## src/rtl/sr_pkg.sv

```systemverilog
package sr_pkg;
  typedef enum logic {SR_AWAKE = 1'b0, SR_ASLEEP = 1'b1} sr_state_e;
endpackage

```

## src/rtl/sr_tick_timer.sv

```systemverilog
// Tick-driven counter. Non-wrapping variant: hit is high while the count
// has reached LIMIT (saturating). Wrapping variant: hit pulses once per
// LIMIT ticks.
module sr_tick_timer #(
  parameter int LIMIT     = 3000,
  parameter bit WRAP      = 1'b0,
  parameter bit INIT_FULL = 1'b0
) (
  input  logic clk,
  input  logic rst,
  input  logic tick,
  input  logic run,
  input  logic restart,
  output logic hit
);
  localparam int W = $clog2(LIMIT + 1);
  localparam logic [W-1:0] LIM  = W'(LIMIT);
  localparam logic [W-1:0] LAST = W'(LIMIT - 1);

  logic [W-1:0] cnt;

  generate
    if (WRAP) begin : g_wrap
      logic pulse_q;
      always_ff @(posedge clk) begin
        if (rst) begin
          cnt     <= '0;
          pulse_q <= 1'b0;
        end else begin
          pulse_q <= 1'b0;
          if (restart) begin
            cnt <= '0;
          end else if (run && tick) begin
            if (cnt == LAST) begin
              cnt     <= '0;
              pulse_q <= 1'b1;
            end else begin
              cnt <= cnt + 1'b1;
            end
          end
        end
      end
      assign hit = pulse_q;
    end else begin : g_sat
      always_ff @(posedge clk) begin
        if (rst) begin
          cnt <= INIT_FULL ? LIM : '0;
        end else if (restart) begin
          cnt <= '0;
        end else if (run && tick && (cnt != LIM)) begin
          cnt <= cnt + 1'b1;
        end
      end
      assign hit = (cnt == LIM);
    end
  endgenerate
endmodule

```

## src/rtl/sr_period_gen.sv

```systemverilog
// Conversion pacing: fires on the tick that completes the current period.
module sr_period_gen #(
  parameter int NORM_MS    = 20,
  parameter int LP_BASE_MS = 32,
  parameter int SEL_W      = 2
) (
  input  logic             clk,
  input  logic             rst,
  input  logic             tick,
  input  logic             run,
  input  logic             restart,
  input  logic             use_lp,
  input  logic [SEL_W-1:0] lp_sel,
  output logic             fire
);
  localparam int N_SEL  = 1 << SEL_W;
  localparam int LP_MAX = LP_BASE_MS << (N_SEL - 1);
  localparam int MAX_P  = (LP_MAX > NORM_MS) ? LP_MAX : NORM_MS;
  localparam int PW     = $clog2(MAX_P + 1);

  logic [PW-1:0] lp_tab [N_SEL];
  logic [PW-1:0] period;
  logic [PW-1:0] cnt;
  logic [PW-1:0] cnt_nxt;
  logic          done;

  generate
    for (genvar g = 0; g < N_SEL; g++) begin : g_tab
      assign lp_tab[g] = PW'(LP_BASE_MS << g);
    end
  endgenerate

  assign period  = use_lp ? lp_tab[lp_sel] : PW'(NORM_MS);
  assign cnt_nxt = cnt + 1'b1;
  assign done    = (cnt_nxt >= period);
  assign fire    = run && tick && done;

  always_ff @(posedge clk) begin
    if (rst || restart) begin
      cnt <= '0;
    end else if (run && tick) begin
      cnt <= done ? '0 : cnt_nxt;
    end
  end
endmodule

```

## src/rtl/sr_mask_gen.sv

```systemverilog
// Channel mask: every channel, or only the proximity channel.
module sr_mask_gen #(
  parameter int NUM_CH  = 8,
  parameter int PROX_CH = 7
) (
  input  logic              prox_only,
  output logic [NUM_CH-1:0] mask
);
  generate
    for (genvar c = 0; c < NUM_CH; c++) begin : g_ch
      if (c == PROX_CH) begin : g_keep
        assign mask[c] = 1'b1;
      end else begin : g_drop
        assign mask[c] = ~prox_only;
      end
    end
  endgenerate
endmodule

```

## src/rtl/sense_rate_seq.sv

```systemverilog
module sense_rate_seq
  import sr_pkg::*;
#(
  parameter int NUM_CH       = 8,
  parameter int PROX_CH      = 7,
  parameter int NORM_MS      = 20,
  parameter int LP_BASE_MS   = 32,
  parameter int ZOOM_HOLD_MS = 3000,
  parameter int IDLE_MS      = 50000,
  parameter int REFRESH_MS   = 3000
) (
  input  logic              clk,
  input  logic              rst,
  input  logic              tick_ms,
  input  logic              cfg_lp_en,
  input  logic [1:0]        cfg_lp_sel,
  input  logic              cfg_xlp_en,
  input  logic              cfg_sleep,
  input  logic              prox_flag,
  input  logic              rdy_line,
  output logic              conv_start,
  output logic [NUM_CH-1:0] ch_en
);
  sr_state_e         state;
  logic              asleep;
  logic              awake;
  logic              sleep_prev;
  logic              rdy_prev;
  logic              sleep_rise;
  logic              rdy_rise;
  logic              wake_evt;
  logic              zoom_idle;
  logic              idle_full;
  logic              reduced;
  logic              refresh_hit;
  logic              refresh_pend;
  logic              use_lp;
  logic              fire;
  logic              mask_reduced;
  logic [NUM_CH-1:0] mask;

  assign asleep     = (state == SR_ASLEEP);
  assign awake      = ~asleep;
  assign sleep_rise = cfg_sleep & ~sleep_prev;
  assign rdy_rise   = rdy_line & ~rdy_prev;
  assign wake_evt   = asleep & rdy_rise;

  // Zoom hold: full (not zoomed) out of reset, cleared by proximity.
  sr_tick_timer #(.LIMIT(ZOOM_HOLD_MS), .WRAP(1'b0), .INIT_FULL(1'b1)) u_zoom (
    .clk(clk), .rst(rst), .tick(tick_ms), .run(awake),
    .restart(prox_flag), .hit(zoom_idle)
  );

  // Idle window without proximity.
  sr_tick_timer #(.LIMIT(IDLE_MS), .WRAP(1'b0), .INIT_FULL(1'b0)) u_idle (
    .clk(clk), .rst(rst), .tick(tick_ms), .run(awake),
    .restart(prox_flag), .hit(idle_full)
  );

  assign reduced = cfg_xlp_en & idle_full;

  // Refresh window inside the reduced state.
  sr_tick_timer #(.LIMIT(REFRESH_MS), .WRAP(1'b1), .INIT_FULL(1'b0)) u_refresh (
    .clk(clk), .rst(rst), .tick(tick_ms), .run(awake & reduced),
    .restart(~reduced), .hit(refresh_hit)
  );

  assign use_lp = cfg_lp_en & zoom_idle;

  sr_period_gen #(.NORM_MS(NORM_MS), .LP_BASE_MS(LP_BASE_MS), .SEL_W(2)) u_period (
    .clk(clk), .rst(rst), .tick(tick_ms),
    .run(awake & ~sleep_rise),
    .restart(wake_evt | sleep_rise),
    .use_lp(use_lp), .lp_sel(cfg_lp_sel), .fire(fire)
  );

  assign mask_reduced = reduced & ~prox_flag & ~refresh_pend;

  sr_mask_gen #(.NUM_CH(NUM_CH), .PROX_CH(PROX_CH)) u_mask (
    .prox_only(mask_reduced), .mask(mask)
  );

  always_ff @(posedge clk) begin
    if (rst) begin
      state        <= SR_AWAKE;
      sleep_prev   <= 1'b0;
      rdy_prev     <= 1'b1;
      refresh_pend <= 1'b0;
      conv_start   <= 1'b0;
      ch_en        <= '1;
    end else begin
      sleep_prev <= cfg_sleep;
      rdy_prev   <= rdy_line;
      conv_start <= fire;

      case (state)
        SR_AWAKE:  if (sleep_rise) state <= SR_ASLEEP;
        SR_ASLEEP: if (rdy_rise)   state <= SR_AWAKE;
        default:   state <= SR_AWAKE;
      endcase

      if (awake && sleep_rise) begin
        ch_en <= '0;
      end else if (fire) begin
        ch_en <= mask;
      end

      if (!reduced) begin
        refresh_pend <= 1'b0;
      end else if (refresh_hit) begin
        refresh_pend <= 1'b1;
      end else if (fire) begin
        refresh_pend <= 1'b0;
      end
    end
  end
endmodule

```

## config.mk

```make
export PLATFORM = sky130hd
export DESIGN_NAME = sense_rate_seq
export DESIGN_NICKNAME = d
export VERILOG_FILES = /design/src/rtl/sr_pkg.sv /design/src/rtl/sr_tick_timer.sv /design/src/rtl/sr_period_gen.sv /design/src/rtl/sr_mask_gen.sv /design/src/rtl/sense_rate_seq.sv
export SDC_FILE = /design/constraint.sdc
export NUM_CORES = 1
export LEC_CHECK = 0
export ABC_AREA = 1
export BUFFER_PORTS_ARGS = -buffer_cell sky130_fd_sc_hd__buf_2
export CORE_ASPECT_RATIO = 0.8
export CORE_MARGIN = 5
export CORE_UTILIZATION = 60
export CTS_BUF_LIST = sky130_fd_sc_hd__clkbuf_16
export DETAILED_ROUTE_END_ITERATION = 8
export PLACE_DENSITY = 0.84
export SYNTH_ARGS = -nofsm -noshare
export SYNTH_HDL_FRONTEND = slang
export SYNTH_SLANG_ARGS = --single-unit
```

## constraint.sdc

```tcl
create_clock -name clk -period 4.9 [get_ports clk]
set_clock_uncertainty 0.2 [all_clocks]
set_input_delay 0.735 -clock clk [delete_from_list [all_inputs] [get_ports clk]]
set_output_delay 0.735 -clock clk [all_outputs]
set_load 0.005 [all_outputs]
```

==> impl_metrics.ini, run 1 <==
[yosys]
netlist_top_cells_area = dfxtp_1 37%, inv_1 7.8%, nand2_1 6.1%
ys_seq_area_frac = 0.3666
synth_top_area_cell = dfxtp_1
yosys.area_share.simple = 0.2998
syn-num-nets = 438
netlist_area_um2 = 3113
synth_area_per_cell_um2 = 7.501
synth-compound-area-share = 0.1286
synth_cells = 415
synth_top_family_by_area = simple AND/OR/NAND/NOR gates
synthMuxAreaShare = 0.003215
yosys.area_share.adder = 0.05225
ys_warn_count = 0
yosys.area_share.xor_xnor = 0.04783
synth_seq_cells = 57
ys_types = 38
yosysTopAreaCellShare = 0.3666

[power]
power.total_uw = 1170
p_leak_uw = 0.001442
p_per_area_nw_per_um2 = 334.4
irDropWorstVdd_v = 0.0002282

[setup_path]
arrival_ps = 3050
worst_r2r_path_depth = 15
crit_chain = inv_1, nor4_1, nand4_1, nor2_1, nand3_1, ha_1, nand2_1, nor2_1, nand4_1, nor2_1, nor2_1, nand2_1, nand2_1, nand2_1, nor2_1
required_ps = 4900
cp.depth = 15
worst_setup_path_end_kind = flop
crit_buf_inv = 1
cp-start-kind = flop
crit_fanout = 9
cpPeakStageDelay_ps = 350
crit_top_cell = nor2_1
cp_slowest_cell = nor2_1
crit_family = simple AND/OR/NAND/NOR gates
setup.worst_path.class = flop to flop

[finish]
layout.nets = 458
final_cell_mix = 66 x inv_1, 57 x dfxtp_1, 51 x nand2_1
syn_to_final_growth_pct = 12.42
final_core_util = 0.6989
drive_gt1_frac = 0.1230
diodes = 0
final_common_cell = inv_1

[clocking]
clk_pin_slew_ps = 50
cts_resized = 0
cts_tree = yes
cts-root-buf = clkbuf_16
cts_hold_buf = 0
cts_setup_buffers = 0
clock-sinks = 57
clkLatencyLatePin_ps = 320
clk_path_buf_depth = 2
h-tree-depth = 3
cts_made_buffers = 9

[global_route]
grt_pass1_wl_mm = 10.85
grt_max_degree = 15
grt_pass1_vias = 2524
grtUsageTotal = 0.1997
overflow = 0
antenna_found_initial = 0

[die]
initial_core_util = 0.6217
die_h_um = 74.43
dieWidth_um = 90.53
core-area_um2 = 5007
die_area_um2 = 6738
io-pin-count = 19
rows = 23

[route]
vias_per_cell = 5.419
drc = 0
firstDrtPassIters = 5
dr_total_vias = 2715
wirelength_mm = 6.216
wl_per_cell_um = 12.41
drtIter0Drc = 105
antenna_left = 0

[sta]
hold_viol = 0
slew_viol_final = 0
fin_setup_tns_ps = 0
period_share = 0.6233
fin_crit_ps = 3054
worstMarginPinSlew_ps = 821.3
finalSetupViolCount = 0
fmaxAchievable_ghz = 0.3274
rsz0062_at_grt = false
slew_headroom = 0.4505

[placed_design]
hpwl_mm = 4.485
place.port_buffers = 18
gp_congestion = 0.8538

[run]
cap_violations = 0

[hold_path]
hold_depth = 2
hold_class = flop to flop

[status]
outcome = finished, final reports clean
==> layer usage <==
metal | share of wire | vias to the layer above | track usage
li1 | - | 1408 | -
met1 | 0.45 | 1220 | 0.2282
met2 | 0.47 | 75 | 0.3497
met3 | 0.067 | 12 | 0.06572
met4 | 0.014 | 0 | 0.08264
met5 | 0 | - | 0
==> per-stage QoR <==
step                worst slack, ps  instance area, um^2  cells  hold WS (ps)
detailed placement             1940                 3223    486         230.8
CTS                            1898                 3500    501         241.5
finish                         1846                 3500    501         237.6
global route                   1617                 3500    501         277.4
global placement               2126                 3223    486         224.3
floorplan                      2377                 3113    415         213.0
==> cell families after synthesis <==
family | count (synthesis)
simple gates | 180
buf+inv | 78
compound gates | 69
flops | 57
xor+xnor | 17
fa+ha+maj | 13
mux | 1
==> final timing paths <==
path | startpoint | endpoint | slack, ps
max reg2reg | u_zoom.cnt[3] | u_period.cnt[2] | 1850
min reg2reg | u_refresh.hit | refresh_pend | 240
min | u_refresh.hit | refresh_pend | 240
max | u_zoom.cnt[3] | u_period.cnt[2] | 1850
==> layout make-up <==
type | count | area [um^2]
Multi-Input combinational cell | 280 | 1655
Fill cell | 412 | 1508
Sequential cell | 57 | 1141
Inverter | 69 | 259.0
Clock buffer | 9 | 225.2
Timing Repair Buffer | 18 | 90.09
Tap cell | 62 | 77.57
Clock inverter | 6 | 51.30
==> cells in the mapped netlist (all sizes together) <==
| cell type | count |
|---|---|
| clkbuf | 2 |
| a21oi | 29 |
| o22ai | 8 |
| a211oi | 1 |
| nor3b | 5 |
| o21ai | 20 |
| dfxtp | 57 |
| ha | 13 |
| nand3b | 1 |
| inv | 67 |
| mux2i | 1 |
| o211ai | 7 |
| nor3 | 17 |
| nand4 | 11 |
| xnor2 | 5 |
| o31ai | 1 |
| buf | 7 |
| nor4 | 3 |
| nand2 | 56 |
| o21bai | 1 |
| nor2 | 53 |
| clkinv | 2 |
| o21a | 2 |
| nand3 | 34 |
| xor2 | 12 |
==> sequential cells by signal, summed over array words and instances (netlist names) <==
name           flops
sleep_prev         1
ch_en              2
u_period.cnt       9
u_refresh.cnt     12
u_idle.cnt        16
asleep             1
u_refresh.hit      1
refresh_pend       1
conv_start         1
u_zoom.cnt        12
rdy_prev           1
==> tightest hold or removal path: stages, from the launching register on <==
cell	delay [ps]
dfxtp_1	300
a21oi_1	40
nor2_1	70
==> report_power, final <==
part	internal [uW]	switching, uW	leakage, uW
Clock	381	195	0.000141
Sequential	481	12.3	0.000465
Combinational	36.1	64.8	0.000836
Note: power is estimated with default switching activity, not from simulation.
==> run 2, diff against run 1 <==
==> constraint.sdc (replaced) <==
create_clock -name clk -period 3 [get_ports clk]
set_clock_uncertainty 0.2 [all_clocks]
set_input_delay 0.45 -clock clk [delete_from_list [all_inputs] [get_ports clk]]
set_output_delay 0.45 -clock clk [all_outputs]
set_load 0.005 [all_outputs]
==> impl_metrics.ini, run 2 (synthesis gave the netlist of run 1 again) <==
[placed_design]
place.port_buffers = 18
gp_congestion = 0.8788
dpl.cell_count = 487
hpwl_mm = 4.581
placed_area_um2 = 3231
pre_cts_slack_ps = 79.88

[finish]
stdcell_area_um2 = 3597
syn_to_final_growth_pct = 15.55
final_cell_mix = 66 x inv_1, 57 x dfxtp_1, 50 x nand2_1
diodes = 0
drive_gt1_frac = 0.1403
fill_cells = 380
multiInputGateArea_um2 = 1679
largestRegisters = u_idle.cnt x16, u_refresh.cnt x12, u_zoom.cnt x12
final_cell_count_no_fill = 504
top_register = u_idle.cnt
layout.nets = 460
final_common_cell = inv_1
largest_reg_flops = 16
regArea_um2 = 1141

[sta]
hold_ws_ps = 150.6
period_share = 0.9357
fmaxAchievable_ghz = 0.3562
slew_headroom = 0.7247
worst_slack_ps = 192.8
fin_crit_ps = 2807
hold_viol = 0
fin_setup_tns_ps = 0
finalSetupViolCount = 0
worstMarginPinSlew_ps = 409.9
slew_viol_final = 0

[clocking]
cts_hold_buf = 0
clk_pin_slew_ps = 50
clkLatencyLatePin_ps = 320
clk_path_buf_depth = 2
cts_made_buffers = 9
h-tree-depth = 3
cts-root-buf = clkbuf_16
cts_tree = yes
clock-sinks = 57

[setup_path]
crit_fanout = 5
setup.worst_path.class = flop to flop
r2r_start = u_period.cnt[0]
cp-endpoint = refresh_pend
crit_top_cell = nor2_1
r2r-end = refresh_pend
crit_start = u_period.cnt[0]
crit_chain = ha_1, nand3_1, nor2_2, nand4_1, xnor2_1, ha_1, nand2_1, nor2_1, nand4_1, nor2_1, nor2_1, nand2_1, nand2_1, a21oi_1, nor2_1
arrival_ps = 2820
worst_setup_path_end_kind = flop
cpPeakStageDelay_ps = 400
cp-start-kind = flop
worst_r2r_path_depth = 15
required_ps = 3020
cp_slowest_cell = dfxtp_1
rrSetupSlack_ps = 190

[power]
p_per_area_nw_per_um2 = 588.9
irDropWorstVdd_v = 0.0004394
p_leak_uw = 0.001478

[global_route]
grt_pass1_vias = 2672
antenna_found_initial = 0
grtUsageTotal = 0.2065
overflow = 0
grt_max_degree = 15
grt_pass1_wl_mm = 11.36

[status]
outcome = finished, final reports clean

[route]
wirelength_mm = 6.715
vias_per_cell = 5.516
firstDrtPassIters = 4
drtIter0Drc = 128
drc = 0
dr_total_vias = 2780
wl_per_cell_um = 13.32
antenna_left = 0

[die]
io-pin-count = 19
die_area_um2 = 6738
dieWidth_um = 90.53
core-area_um2 = 5007
rows = 23
initial_core_util = 0.6217
die_h_um = 74.43

[run]
cap_violations = 0

[hold_path]
hold_class = input pin to flop
[run 2: area by class of cell]
| class | instances | area share |
|---|---|---|
| Multi-Input combinational cell | 280 | 0.4668 |
| Sequential cell | 57 | 0.3172 |
| Inverter | 69 | 0.07200 |
| Clock buffer | 9 | 0.06261 |
| Clock inverter | 7 | 0.03061 |
| Timing Repair Buffer | 20 | 0.02922 |
| Tap cell | 62 | 0.02157 |
[run 2: layer usage]
metal | wire length, um | vias up | global-route usage
li1 | - | 1412 | -
met1 | 2989 | 1281 | 0.2334
met2 | 3270 | 70 | 0.3658
met3 | 331 | 17 | 0.07381
met4 | 124 | 0 | 0.07438
met5 | 0 | - | 0
[run 2: worst max-delay path: cells and delay by family, from the launching register on]
| family | cells | cell delay (ps) |
|---|---|---|
| flip-flops | 1 | 400 |
| XOR/XNOR | 1 | 180 |
| AO/OA/AOI/OAI | 1 | 190 |
| adder cells (fa/ha/maj) | 2 | 520 |
| AND/OR/NAND/NOR | 11 | 1220 |
[run 2: timing repair]
item | in CTS | in global routing
setup buffers | 0 | 1
setup endpoints to repair | 0 | 12
gates resized for setup | 0 | 6
[run 2: power breakdown]
part           leakage [uW]  internal (uW)  total (uW)  switching [uW]
registers          0.000465            784         806            21.3
clock network      0.000164            802        1140             341
logic              0.000849           61.7         170             108
total               0.00148           1650        2120             470
[run 2: worst min-delay path by stage]
stage / startpoint / depth (start not counted) / endpoint / slack [ps]
3_3_place_gp: u_refresh.hit / 2 / refresh_pend / 230
5_1_grt: rdy_line / 3 / rdy_prev / 170
2_1_floorplan: u_refresh.hit / 2 / refresh_pend / 210
3_5_place_dp: u_refresh.hit / 2 / refresh_pend / 240
4_1_cts: rdy_line / 3 / rdy_prev / 160
6_report: rdy_line / 3 / rdy_prev / 150
[run 2: metrics by stage]
| step | total power [uW] | util |
|---|---|---|
| after CTS | 2121 | 0.7121 |
| after floorplan | 941.5 | - |
| after global routing | 2193 | 0.7184 |
| final | 2118 | 0.7184 |
| after global placement | 974.1 | 0.6452 |
| after detailed placement | 981.8 | 0.6452 |
